`src/rtl/pm_pkg.sv`:
```
package pm_pkg;
  localparam int unsigned BYTE_W = 8;
  typedef logic [BYTE_W-1:0] byte_t;

  function automatic byte_t addr_add(input byte_t base, input int unsigned off);
    return byte_t'(base + byte_t'(off));
  endfunction
endpackage

```
`src/rtl/pm_port_decode.sv`:
```
module pm_port_decode
  import pm_pkg::*;
#(
  parameter byte_t       OPND_BASE  = 8'h40,
  parameter byte_t       PROD_BASE  = 8'h48,
  parameter int unsigned OPND_BYTES = 2,
  localparam int unsigned PB    = 2 * OPND_BYTES,
  localparam int unsigned SEL_W = $clog2(PB)
) (
  input  byte_t                  port_id_i,
  input  logic                   wr_stb_i,
  input  logic                   rd_stb_i,
  output logic [OPND_BYTES-1:0]  a_we_o,
  output logic [OPND_BYTES-1:0]  b_we_o,
  output logic                   ctrl_we_o,
  output logic                   load_o,
  output logic                   rd_hit_o,
  output logic [SEL_W-1:0]       rd_sel_o
);
  byte_t rd_off;

  for (genvar i = 0; i < OPND_BYTES; i++) begin : g_we
    localparam byte_t A_ADDR = addr_add(OPND_BASE, i);
    localparam byte_t B_ADDR = addr_add(OPND_BASE, OPND_BYTES + i);
    assign a_we_o[i] = wr_stb_i && (port_id_i == A_ADDR);
    assign b_we_o[i] = wr_stb_i && (port_id_i == B_ADDR);
  end

  localparam byte_t CTRL_ADDR = addr_add(OPND_BASE, 2 * OPND_BYTES);
  assign ctrl_we_o = wr_stb_i && (port_id_i == CTRL_ADDR);
  assign load_o    = ctrl_we_o || (|a_we_o) || (|b_we_o);

  assign rd_off   = byte_t'(port_id_i - PROD_BASE);
  assign rd_hit_o = rd_stb_i && (rd_off < byte_t'(PB));
  assign rd_sel_o = rd_off[SEL_W-1:0];
endmodule

```
`src/rtl/pm_opnd_bank.sv`:
```
module pm_opnd_bank
  import pm_pkg::*;
#(
  parameter int unsigned OPND_BYTES = 2,
  localparam int unsigned W = OPND_BYTES * BYTE_W
) (
  input  logic                  clk_i,
  input  logic                  rst_ni,
  input  logic [OPND_BYTES-1:0] we_i,
  input  byte_t                 wdata_i,
  output logic [W-1:0]          q_o
);
  for (genvar i = 0; i < OPND_BYTES; i++) begin : g_byte
    byte_t byte_q;
    always_ff @(posedge clk_i or negedge rst_ni) begin
      if (!rst_ni)      byte_q <= '0;
      else if (we_i[i]) byte_q <= wdata_i;
    end
    assign q_o[i*BYTE_W +: BYTE_W] = byte_q;
  end
endmodule

```
`src/rtl/pm_mul_core.sv`:
```
module pm_mul_core
  import pm_pkg::*;
#(
  parameter int unsigned OPND_BYTES = 2,
  localparam int unsigned W  = OPND_BYTES * BYTE_W,
  localparam int unsigned PW = 2 * W
) (
  input  logic          clk_i,
  input  logic          rst_ni,
  input  logic [W-1:0]  a_i,
  input  logic [W-1:0]  b_i,
  input  logic          wide_i,
  input  logic          load_i,
  output logic [PW-1:0] prod_o
);
  logic          pend_q;
  logic [PW-1:0] prod_q;
  logic [PW-1:0] wide_res;
  logic [2*BYTE_W-1:0] narrow_res;

  assign wide_res   = PW'(a_i) * PW'(b_i);
  assign narrow_res = (2*BYTE_W)'(a_i[BYTE_W-1:0]) * (2*BYTE_W)'(b_i[BYTE_W-1:0]);

  // recompute one edge after any operand/mode capture
  always_ff @(posedge clk_i or negedge rst_ni) begin
    if (!rst_ni) begin
      pend_q <= 1'b0;
      prod_q <= '0;
    end else begin
      pend_q <= load_i;
      if (pend_q) prod_q <= wide_i ? wide_res : PW'(narrow_res);
    end
  end

  assign prod_o = prod_q;
endmodule

```
`src/rtl/pm_rd_mux.sv`:
```
module pm_rd_mux
  import pm_pkg::*;
#(
  parameter int unsigned PB = 4,
  localparam int unsigned SEL_W = $clog2(PB)
) (
  input  logic [PB*BYTE_W-1:0] prod_i,
  input  logic                 hit_i,
  input  logic [SEL_W-1:0]     sel_i,
  output byte_t                data_o
);
  always_comb begin
    data_o = '0;
    for (int k = 0; k < PB; k++) begin
      if (hit_i && (sel_i == SEL_W'(k))) data_o |= prod_i[k*BYTE_W +: BYTE_W];
    end
  end
endmodule

```
`src/rtl/port_mult_unit.sv`:
```
module port_mult_unit
  import pm_pkg::*;
#(
  parameter byte_t       OPND_BASE  = 8'h40,
  parameter byte_t       PROD_BASE  = 8'h48,
  parameter int unsigned OPND_BYTES = 2
) (
  input  logic       clk_i,
  input  logic       rst_ni,
  input  logic [7:0] port_id_i,
  input  logic [7:0] out_port_i,
  input  logic       wr_stb_i,
  input  logic       rd_stb_i,
  output logic [7:0] in_port_o
);
  localparam int unsigned W     = OPND_BYTES * BYTE_W;
  localparam int unsigned PB    = 2 * OPND_BYTES;
  localparam int unsigned SEL_W = $clog2(PB);

  logic [OPND_BYTES-1:0] a_we, b_we;
  logic                  ctrl_we, load, rd_hit;
  logic [SEL_W-1:0]      rd_sel;
  logic [W-1:0]          a_q, b_q;
  logic [2*W-1:0]        prod_q;
  logic                  wide_q;

  pm_port_decode #(
    .OPND_BASE(OPND_BASE), .PROD_BASE(PROD_BASE), .OPND_BYTES(OPND_BYTES)
  ) u_dec (
    .port_id_i(port_id_i), .wr_stb_i(wr_stb_i), .rd_stb_i(rd_stb_i),
    .a_we_o(a_we), .b_we_o(b_we), .ctrl_we_o(ctrl_we), .load_o(load),
    .rd_hit_o(rd_hit), .rd_sel_o(rd_sel)
  );

  pm_opnd_bank #(.OPND_BYTES(OPND_BYTES)) u_opa (
    .clk_i(clk_i), .rst_ni(rst_ni), .we_i(a_we), .wdata_i(out_port_i), .q_o(a_q)
  );

  pm_opnd_bank #(.OPND_BYTES(OPND_BYTES)) u_opb (
    .clk_i(clk_i), .rst_ni(rst_ni), .we_i(b_we), .wdata_i(out_port_i), .q_o(b_q)
  );

  always_ff @(posedge clk_i or negedge rst_ni) begin
    if (!rst_ni)      wide_q <= 1'b0;
    else if (ctrl_we) wide_q <= out_port_i[0];
  end

  pm_mul_core #(.OPND_BYTES(OPND_BYTES)) u_core (
    .clk_i(clk_i), .rst_ni(rst_ni), .a_i(a_q), .b_i(b_q),
    .wide_i(wide_q), .load_i(load), .prod_o(prod_q)
  );

  pm_rd_mux #(.PB(PB)) u_mux (
    .prod_i(prod_q), .hit_i(rd_hit), .sel_i(rd_sel), .data_o(in_port_o)
  );
endmodule

```
`config.mk`:
```
export PLATFORM = sky130hd
export DESIGN_NAME = port_mult_unit
export DESIGN_NICKNAME = d
export VERILOG_FILES = /design/src/rtl/pm_pkg.sv /design/src/rtl/pm_port_decode.sv /design/src/rtl/pm_opnd_bank.sv /design/src/rtl/pm_mul_core.sv /design/src/rtl/pm_rd_mux.sv /design/src/rtl/port_mult_unit.sv
export SDC_FILE = /design/constraint.sdc
export NUM_CORES = 1
export LEC_CHECK = 0
export CAP_MARGIN = 20
export CORE_MARGIN = 10
export CORE_UTILIZATION = 45
export DETAILED_ROUTE_END_ITERATION = 10
export GPL_TIMING_DRIVEN = 0
export RECOVER_POWER = 100
export SETUP_SLACK_MARGIN = 0.2
export SLEW_MARGIN = 20
export SYNTH_ARGS = -nofsm -noshare
export SYNTH_HDL_FRONTEND = slang
export SYNTH_SLANG_ARGS = --single-unit
```
`constraint.sdc`:
```
create_clock -name clk_i -period 8.15 [get_ports clk_i]
set_input_delay 1.63 -clock clk_i [delete_from_list [all_inputs] [get_ports clk_i]]
set_output_delay 1.63 -clock clk_i [all_outputs]
set_load 0.01 [all_outputs]
```
==> summary.md <==
| Metric | Value |
|---|---|
| Fill cell count | `2771` |
| CTS tree | `done` |
| Hold Fails Final Rpt | `0` |
| Largest net degree at the start of global routing | `36` |
| Placement-stage worst setup slack | `1.08 ns` |
| Die width | `between 150 and 200 um` |
| Row count | `slightly above 60` |
| Clock root buffer | `clkbuf_16` |
| Clock power share | `a little under half` |
| Maximum vdd drop | `roughly 0.000085 V` |
| Global Route met2 Usage | `34.2%` |
| Final worst setup slack | `0.845 ns` |
| Final Skew | `0.00749 ns` |
| First-pass GRT wire length | `57600 um` |
| Total Neg Setup Slack | `0 ns` |
| Critical Path End | `u_core.prod_o[31]$_DFFE_PN0P_` |
| Sequential share of power | `between 30% and 40%` |
| Multi-input gate area | `just over 10000 um2` |
| Number of gates resized after CTS | `0` |
| GR met1 Demand/Resource | `approximately 28%` |
| WHS | `0.495 ns` |
| Gr ovfl total | `0` |
| Syn Area/Cell | `roughly 9.3 um2` |
| Part of the power in combinational logic | `between 10% and 20%` |
| Most frequent CP cell | `fa_1` |
| Chip height | `192 um` |
| RR Startpoint | `u_opb.g_byte[1].byte_q[1]$_DFFE_PN0P_` |
| Switch Pwr | `287 uW` |
| Starting Density | `between 40% and 50%` |
| Number of post-CTS setup repair buffers | `0` |
| M3 GR Usage | `2.01%` |
| Critical Path Start Type | `flip-flop` |
| Final Non-Filler Cells | `between 1500 and 2000` |
| 1st-iter DRT viols | `678` |
| Io pins | `28` |
| Synth cell types | `75` |
| Violated checks | `capacitance limit, slew limit` |
| Worst-path fanout max | `10` |
| Core box area | `28900 um2` |
| Sw frac | `27.7%` |
| Routed Antenna Nets | `0` |
| Post-synth EDFFs | `0` |
| CP endpoint kind | `flip-flop` |
| Post-synthesis sequential area ratio | `12.4%` |
| Share of cells above drive strength 1 | `under 10%` |
| Max incr delay on CP | `0.60 ns` |
| Max_cap viols | `2` |
| CP max stage cell | `clkbuf_1` |
| Clock Sinks | `66` |
| CP arrival | `approximately 7.5 ns` |
| Layout Area Growth over Synthesis | `8.23%` |
| Hold buffer count at CTS | `0` |
| Clk buf depth | `2` |
| Setup violators final | `0` |
| Reg area | `1650 um2` |
| CP delay by family, top | `adder cells` |
| Final count of pins violating max slew | `69` |
| Cell internal pwr | `749 uW` |
| Synthesized flop and latch total | `66` |
| Req. time, crit path | `approximately 8.4 ns` |
| Fin crit period | `around 7.3 ns` |
| Syn nets | `1818` |
| Synth Cell Area | `13300 um2` |
| Clk_lat worst skew | `0.33 ns` |
| Status | `complete, but fails checks` |
| Die Area | `36700 um2` |
| FMAX | `between 100 and 150 MHz` |
| Worst r2r path cells | `22` |
| GRT Overall Usage | `between 20 and 25%` |
| Worst R2R Setup Slack | `0.84 ns` |
| Power Density | `between 70 and 80 nW/um2` |
| Ys flop type | `dfrtp_1` |
| Leak pwr | `7.54 nW` |
| Reg-to-Reg End | `u_core.prod_o[31]$_DFFE_PN0P_` |
| Busiest grt layer | `met2` |
| Kind of critical path | `flip-flop to flip-flop` |
| WP buf/inv | `7` |
| Routed len/inst | `just under 20 um` |
| Least-Margin Pin Slew | `around 2.0 ns` |
| Design Power | `~1.0 mW` |
| Synthesis Warnings | `0` |
| Worst Setup SP | `u_opb.g_byte[1].byte_q[1]$_DFFE_PN0P_` |
| Layout Nets | `1857` |
| Placed Cells | `1840` |
| Initial antenna violation count | `1` |
| Mapped Cells | `1428` |
| Via count of the first global-routing pass | `10307` |
| Post-Route WL | `35900 um` |
| CTS Buf Count | `9` |
| Buffers added on ports | `27` |
| Final GP Congestion | `0.881` |
| DRT Pass-1 Iters | `5` |
| Vias per std cell | `5.32` |
| HPWL Detailed | `29900 um` |
| Min-delay worst type | `flip-flop to flip-flop` |
| CP Cell Sequence | `clkbuf_1, clkbuf_1, nand2_1, fa_1, inv_1, fa_1, inv_1, fa_1, inv_1, fa_1, fa_1, inv_1, fa_1, inv_1, ha_1, nand4_1, nor4_1, nand2_1, a31o_2, o41ai_1, xnor2_1, a22o_1` |
| FFs w/ async S/R, synth | `100%` |
| Vias | `9870` |
| Final period util | `89.6%` |
| DRC viols | `0` |
| Cell count along the critical path | `22` |
| Headroom to the max-slew limit | `-33.5%` |
| RSZ-0062 raised after global routing | `false` |
| H-Tree Depth | `3` |
| Reg clk slew, reported paths | `0.06 ns` |
[flip-flops by register name (all words and copies together), names as in the netlist]
name	count
u_core.pend_q	1
u_core.prod_o	32
u_opa.g_byte.byte_q	16
u_opb.g_byte.byte_q	16
wide_q	1
[worst min-delay path by stage]
stage | cells past startpoint | end | start
after CTS | 1 | u_core.prod_o[21]$_DFFE_PN0P_ | u_core.prod_o[21]$_DFFE_PN0P_
after global placement | 1 | u_core.prod_o[13]$_DFFE_PN0P_ | u_core.prod_o[13]$_DFFE_PN0P_
final | 1 | u_core.prod_o[13]$_DFFE_PN0P_ | u_core.prod_o[13]$_DFFE_PN0P_
after detailed placement | 1 | u_core.prod_o[21]$_DFFE_PN0P_ | u_core.prod_o[21]$_DFFE_PN0P_
after floorplan | 2 | u_core.prod_o[11]$_DFFE_PN0P_ | u_core.prod_o[11]$_DFFE_PN0P_
after global routing | 1 | u_core.prod_o[21]$_DFFE_PN0P_ | u_core.prod_o[21]$_DFFE_PN0P_
[synth_stat cells, types with 12 or more instances]
| library cell | n | area (um2) |
|---|---|---|
| xnor2_1 | 21 | 184 |
| o21ai_0 | 17 | 85.1 |
| nor2b_1 | 13 | 81.3 |
| dfrtp_1 | 66 | 1650 |
| a21oi_1 | 45 | 225 |
| inv_1 | 319 | 1200 |
| mux2_1 | 24 | 270 |
| and2_1 | 108 | 676 |
| ha_1 | 140 | 1750 |
| clkbuf_1 | 44 | 165 |
| fa_1 | 230 | 4600 |
| nand2_1 | 181 | 679 |
| a21o_1 | 12 | 90.1 |
| nor2_1 | 34 | 128 |
| nand3_1 | 13 | 65.1 |
[metal layers]
| layer | wire [um] | part of all wire, % | up-vias |
|---|---|---|---|
| li1 | - | - | 4513 |
| met1 | 16000 | 44 | 5090 |
| met2 | 17800 | 50 | 225 |
| met3 | 1470 | 4.1 | 42 |
| met4 | 673 | 1.9 | 0 |
| met5 | 0 | 0 | - |
[worst reg2reg max path, stage by stage, from the launching register on]
cell and delay (ns):
dfrtp_1 0.32, clkbuf_1 0.59, clkbuf_1 0.61, nand2_1 0.15
fa_1 0.51, inv_1 0.05, fa_1 0.50, inv_1 0.06
fa_1 0.53, inv_1 0.05, fa_1 0.45, fa_1 0.50
inv_1 0.05, fa_1 0.53, inv_1 0.06, ha_1 0.36
nand4_1 0.16, nor4_1 0.51, nand2_1 0.11, a31o_2 0.30
o41ai_1 0.43, xnor2_1 0.16, a22o_1 0.21
[placed cells by master (no fill, tap or decap), types with 3 or more instances in the layout]
cell type / count
a31oi_1: 7
mux2i_1: 3
fa_1: 230
clkdlybuf4s50_1: 16
dfrtp_1: 66
a22o_1: 8
ha_1: 140
a21boi_0: 3
nand4_1: 4
o21a_1: 8
nand2b_1: 6
o221ai_1: 6
bufinv_16: 4
a221o_1: 4
xnor2_1: 21
mux2_2: 10
and2_1: 104
nand3_1: 13
a21oi_1: 45
o21ai_0: 21
o41ai_1: 3
nor4bb_1: 3
mux4_2: 8
o211ai_1: 6
nor2_1: 34
dlygate4sd3_1: 10
and3_1: 3
clkbuf_16: 9
nor3_1: 9
o21bai_1: 5
xor2_1: 7
a211oi_1: 3
a21o_1: 12
o21ai_1: 6
clkbuf_1: 48
inv_1: 319
nor2b_1: 13
mux2_1: 24
nand2_1: 181
and2_0: 5
[metrics by stage]
step	utilization, %	cell area, um2
3_5_place_dp	48.5	14000
4_1_cts	49.8	14400
3_3_place_gp	48.4	14000
5_1_grt	49.6	14400
6_report	49.6	14400
2_1_floorplan	-	13300
[power groups by stage]
stage / Clock (mW) / Sequential, mW / Combinational (mW)
after global placement: 0 / 0.387 / 0.166
after detailed placement: 0 / 0.386 / 0.168
after CTS: 0.490 / 0.381 / 0.169
after floorplan: 0 / 0.366 / 0.103
after global routing: 0.508 / 0.384 / 0.184
final: 0.487 / 0.383 / 0.167
[cell type report]
type / count / area share, %
Antenna cell: 1 / 0.0174
Multi-Input combinational cell: 988 / 70.6
Sequential cell: 66 / 11.5
Clock inverter: 6 / 0.959
Timing Repair Buffer: 28 / 1.86
Tap cell: 384 / 3.35
Clock buffer: 10 / 1.66
Inverter: 320 / 8.37
Buffer: 54 / 1.66
[kinds of logic (layout without fill, tap and decap cells)]
group                      after synthesis  count (layout)  synth area share, %
and+or+nand+nor                        388             388                 14.4
buffers and inverters                  374             418                 10.9
other                                    0               1                    0
DFF                                     66              66                 12.4
xor gates and xnor gates                28              28                 1.85
muxes                                   45              45                 4.47
adders and majority gates              370             370                 47.9
AOI/OAI and AO/OA                      157             157                 8.06
Power figures use the tool's default switching activity.
